`src/rtl/ipc_mailbox.sv`:
```
module ipc_mailbox #(
  parameter int DW     = 32,
  parameter int N_SLOT = 4,
  parameter int N_LOCK = 32,
  parameter int AW     = 6
) (
  input  logic          clk,
  input  logic          rst_n,
  input  logic          a_req,
  input  logic          a_we,
  input  logic [AW-1:0] a_addr,
  input  logic [DW-1:0] a_wdata,
  output logic [DW-1:0] a_rdata,
  input  logic          b_req,
  input  logic          b_we,
  input  logic [AW-1:0] b_addr,
  input  logic [DW-1:0] b_wdata,
  output logic [DW-1:0] b_rdata,
  output logic [N_SLOT-1:0] irq_slot,
  output logic          irq_any
);
  localparam int LW = (N_LOCK > 1) ? $clog2(N_LOCK) : 1;
  localparam logic [AW-1:0] STAT = AW'(2*N_SLOT);
  localparam logic [AW-1:0] IEN  = AW'(2*N_SLOT+1);

  logic [N_SLOT-1:0][DW-1:0] pay_q, cmd_q;
  logic [N_SLOT-1:0] pend_q, ien_q, set_v, clr_v;
  logic [N_LOCK-1:0] lock_q, acq_v, rel_v;

  wire a_wr = a_req & a_we;
  wire b_wr = b_req & b_we;
  wire a_lk = a_addr[AW-1] && (32'(a_addr[AW-2:0]) < N_LOCK);
  wire b_lk = b_addr[AW-1] && (32'(b_addr[AW-2:0]) < N_LOCK);
  wire [LW-1:0] a_idx = a_addr[LW-1:0];
  wire [LW-1:0] b_idx = b_addr[LW-1:0];
  wire a_lrd = a_req & ~a_we & a_lk;
  wire b_lrd = b_req & ~b_we & b_lk;
  wire tie   = a_lrd & b_lrd & (a_idx == b_idx);

  always_comb begin
    set_v = '0;
    for (int i = 0; i < N_SLOT; i++)
      set_v[i] = (a_wr && a_addr == AW'(N_SLOT+i)) || (b_wr && b_addr == AW'(N_SLOT+i));
    clr_v = (a_wr && a_addr == STAT ? a_wdata[N_SLOT-1:0] : '0) |
            (b_wr && b_addr == STAT ? b_wdata[N_SLOT-1:0] : '0);
    acq_v = '0;
    rel_v = '0;
    if (a_lrd && !lock_q[a_idx]) acq_v[a_idx] = 1'b1;
    if (b_lrd && !lock_q[b_idx] && !tie) acq_v[b_idx] = 1'b1;
    if (a_wr && a_lk && a_wdata[0]) rel_v[a_idx] = 1'b1;
    if (b_wr && b_lk && b_wdata[0]) rel_v[b_idx] = 1'b1;
  end

  function automatic logic [DW-1:0] rd(input logic [AW-1:0] ad,
      input logic [N_SLOT-1:0][DW-1:0] p, input logic [N_SLOT-1:0][DW-1:0] c,
      input logic [N_SLOT-1:0] f, input logic [N_SLOT-1:0] e,
      input logic [N_LOCK-1:0] lk);
    logic [DW-1:0] r;
    r = '0;
    if (ad[AW-1]) begin
      if (32'(ad[AW-2:0]) < N_LOCK) r[0] = lk[ad[LW-1:0]];
    end else if (32'(ad) < N_SLOT) r = p[32'(ad)];
    else if (32'(ad) < 2*N_SLOT) r = c[32'(ad) - N_SLOT];
    else if (ad == STAT) r[N_SLOT-1:0] = f;
    else if (ad == IEN)  r[N_SLOT-1:0] = e;
    return r;
  endfunction

  always_ff @(posedge clk) begin
    if (!rst_n) begin
      pay_q <= '0; cmd_q <= '0; pend_q <= '0; ien_q <= '0;
      lock_q <= '0; a_rdata <= '0; b_rdata <= '0;
    end else begin
      for (int i = 0; i < N_SLOT; i++) begin
        if (a_wr && a_addr == AW'(i)) pay_q[i] <= a_wdata;
        else if (b_wr && b_addr == AW'(i)) pay_q[i] <= b_wdata;
        if (a_wr && a_addr == AW'(N_SLOT+i)) cmd_q[i] <= a_wdata;
        else if (b_wr && b_addr == AW'(N_SLOT+i)) cmd_q[i] <= b_wdata;
      end
      if (a_wr && a_addr == IEN) ien_q <= a_wdata[N_SLOT-1:0];
      else if (b_wr && b_addr == IEN) ien_q <= b_wdata[N_SLOT-1:0];
      pend_q <= (pend_q & ~clr_v) | set_v;
      lock_q <= (lock_q & ~rel_v) | acq_v;
      if (a_req && !a_we) a_rdata <= rd(a_addr, pay_q, cmd_q, pend_q, ien_q, lock_q);
      if (b_req && !b_we) b_rdata <= rd(b_addr, pay_q, cmd_q, pend_q, ien_q, lock_q) | DW'(tie);
    end
  end

  assign irq_slot = pend_q & ien_q;
  assign irq_any  = |irq_slot;

  p_lock_take_r6: assert property (@(posedge clk) disable iff (!rst_n)
    (a_lrd && !lock_q[a_idx]) |=> (a_rdata == '0) && lock_q[$past(a_idx)]);
  p_lock_tie_r8: assert property (@(posedge clk) disable iff (!rst_n)
    tie |=> b_rdata[0] && lock_q[$past(b_idx)]);
  p_lock_free_r7: assert property (@(posedge clk) disable iff (!rst_n)
    (a_wr && a_lk && a_wdata[0] && !(b_lrd && b_idx == a_idx)) |=> !lock_q[$past(a_idx)]);
  p_held_r6: assert property (@(posedge clk) disable iff (!rst_n)
    (b_lrd && lock_q[b_idx]) |=> b_rdata[0]);
  for (genvar g = 0; g < N_SLOT; g++) begin : g_chk
    p_cmd_sets_r3: assert property (@(posedge clk) disable iff (!rst_n)
      (b_wr && b_addr == AW'(N_SLOT+g)) |=> pend_q[g]);
    p_keep_r4: assert property (@(posedge clk) disable iff (!rst_n)
      (pend_q[g] && !(a_wr && a_addr == STAT && a_wdata[g]) &&
       !(b_wr && b_addr == STAT && b_wdata[g])) |=> pend_q[g]);
  end
endmodule

```
`config.mk`:
```
export PLATFORM = sky130hd
export DESIGN_NAME = ipc_mailbox
export DESIGN_NICKNAME = d
export VERILOG_FILES = /design/src/rtl/ipc_mailbox.sv
export SDC_FILE = /design/constraint.sdc
export NUM_CORES = 1
export LEC_CHECK = 0
export BUFFER_PORTS_ARGS = -buffer_cell sky130_fd_sc_hd__clkbuf_2
export CORE_UTILIZATION = 60
export CTS_BUF_LIST = sky130_fd_sc_hd__clkbuf_16
export CTS_CLUSTER_DIAMETER = 60
export DETAILED_ROUTE_END_ITERATION = 12
export MAX_ROUTING_LAYER = met4
export PLACE_DENSITY = 0.88
export SYNTH_ARGS = -nofsm -noshare
export SYNTH_HDL_FRONTEND = slang
export SYNTH_SLANG_ARGS = --single-unit
```
`constraint.sdc`:
```
create_clock -name clk -period 2.4 [get_ports clk]
set_input_delay 0.48 -clock clk [delete_from_list [all_inputs] [get_ports clk]]
set_output_delay 0.48 -clock clk [all_outputs]
set_load 0.02 [all_outputs]
```
==> run summary <==
Mean Syn Cell Area = 9.06 sq um
Worst VDD drop = 540 uV
largest net degree at the start of global routing = 145
number of I/O pins = 151
Die Span X = 188 microns
Mapped Nets = 2366
PortBufs = 150
wire per inst = 25.6 microns
async set-reset flop share out of synthesis = 0%
DRT Pass-1 Iters = 6
adder-cell share of the synthesized area = 0%
Compound-Gate Fraction of Synth Area = 16.1%
initial DRC count = 3466
setup slack, reg-to-reg = 190 ps
CTS Buf Count = 40
fraction of layout cells with a size suffix above 1 = 23.0%
final total power = 13.5 mW
synthesized cell area = 20700 sq um
Ys Warns = 0
RSZ-0062 raised after global routing = false
number of global-route vias before repair = 21100
Tightest Pin Transition = 770 ps
final hold violations = 0
via/cell ratio = 7.32
count of distinct cell types in the synthesized netlist = 60
Synth area leader = dfxtp_1
CP Max Fanout = 4
routed wire length = 72.7 mm
Synth Register Bits = 360
GRT Resource Usage Total = 41.8%
clock sinks = 360
simple-gate share of the synthesized area = 17.2%
top cells by area, synth = dfxtp_1 (35%), mux4_2 (15%), mux2i_1 (10%)
dpl hpwl = 46.1 mm
Synth top area share = 34.8%
Slew headroom = 48.7%
post-synthesis xor/xnor area fraction = 0.212%
MaxCap Viol Count = 0
Cell Pwr Density = 566 nW/um^2
Pleak = 9.16 nW
DRC = 0
gr ovfl total = 0
Post-synth top cells = nor2_1 (412), dfxtp_1 (360), mux2i_1 (210)
mux cell area share after synthesis = 25.5%
endpoints failing setup = 0
vias = 20800
row count = 67
Area Growth Syn to Fin = 15.4%
Post-synth EDFFs = 0
WS Path Type = flip-flop to primary output
Final Non-Filler Cells = 2841
most common cell in the netlist = nor2_1
WP data required = 1920 ps
H-tree Lvls = 2
largest family of logic cells by synthesized area = multiplexers
Clock Latency Late Sink = 550 ps
Clock Pin Slew Worst Setup and Hold Paths = 60 ps
HP Class = input pin to flip-flop
Slew Viols, Final = 0
Initial Util = 61.4%
maximum clock path buffer count = 3
post-route minimum period = 2250 ps
CTS tree = done
fmax = 0.445 GHz
Core Area = 33700 sq um
RePlAce Congestion = 0.993
# nets final = 2441
status = finished, final reports clean
crit end category = primary output
Gate Count Post-Synth = 2284
die span in y = 188 microns
initial antenna violation count = 6
register area share after synthesis = 34.8%
Post-Place Cells = 2765
setup bufs post-CTS = 0
die area = 35200 sq um
PostCTS Resize Cnt = 0
ys flop type = dfxtp_1
Fillers = 2364
skew final = 13.2 ps
first-pass GRT wire length = 113 mm
Tcrit/Tclk final = 93.6%
Worst EP arrival = 1770 ps
Clock Tree Root = clkbuf_16
startpoint types = flip-flop
CTS Hold Bufs = 0
remaining antenna violation count = 0
-- where the power goes --
group	internal, mW	switching, mW	total [mW]
sequential	6.01	0.0304	6.04
clock	3.58	2.60	6.17
combinational	0.450	0.851	1.30
-- cell usage in the layout, fill, tap and decap left out, types with 6 or more instances in the layout --
master	n
dfxtp_1	360
clkinv_1	7
clkinv_2	8
a41oi_1	7
clkbuf_16	40
buf_12	35
inv_1	9
buf_4	139
o22ai_1	15
diode_2	7
a21oi_1	69
nand3_1	142
nand2_1	192
a311oi_1	129
clkbuf_2	145
nor2_4	6
nor2b_1	8
nor2_1	408
or3_1	6
o31ai_2	6
nand2b_1	9
o221ai_1	18
nor3_1	15
a22oi_1	14
o31ai_1	20
mux2i_1	210
mux4_2	139
and2_1	6
a211oi_1	133
-- kinds of logic (layout without fill, tap and decap cells) --
logic type	Yosys count	in the layout
muxes	351	351
DFF	360	360
AOI/OAI and AO/OA	441	441
buffers and inverters	291	393
other	0	7
and+or+nand+nor	836	836
xor gates and xnor gates	5	5
-- routing by layer --
metal | vias to the layer above | global-route usage [%] | share of wire [%] | wire, microns
li1 | 8646 | - | - | -
met1 | 9810 | 48.7 | 35 | 25100
met2 | 1833 | 63.3 | 45 | 32900
met3 | 513 | 10.2 | 13 | 9420
met4 | 0 | 29.5 | 7.2 | 5210
met5 | - | - | 0 | 0
-- flip-flops by register name, summed over array words and instances (netlist names) --
signal and flops:
pend_q 4, b_rdata 32, a_rdata 32, ien_q 4, pay_q 128, lock_q 32
cmd_q 128
-- final timing paths --
path,end,from,cells past startpoint
worst max-delay path,irq_any,pend_q[2],3
worst min-delay path,cmd_q[77],b_wdata[13],3
worst max register to register,lock_q[11],lock_q[3],6
worst min register to register,b_rdata[3],b_rdata[3],2
-- critical path, stage by stage, from the launching register on --
cell and delay, ps:
dfxtp_1 340, and2_1 200, or4_1 520, clkbuf_2 170
-- final cells by class --
| class | instances | area, sq um | share of cell area (%) |
|---|---|---|---|
| repair buffers | 320 | 2470 | 10.4 |
| multi-input cells | 1633 | 12300 | 51.6 |
| inverters | 4 | 22.5 | 0.0943 |
| well taps | 448 | 561 | 2.35 |
| clock inverters | 29 | 285 | 1.19 |
| diodes | 7 | 17.5 | 0.0733 |
| clock buffers | 40 | 1000 | 4.19 |
| flip-flops and latches | 360 | 7210 | 30.2 |
-- through the flow --
stage                     util [%]  cell area [sq um]  hold slack [ps]  setup slack, ps  setup TNS, ps
after CTS                     70.8              23900              290              171              0
after global placement        67.0              22600              440            -79.2           -766
after floorplan                  -              20700              463              161              0
after detailed placement      67.0              22600              447            -95.4          -3140
final                         70.9              23900              300              153              0
after global routing          70.9              23900              314              124              0
No activity file was read; power rests on OpenSTA's default activity.
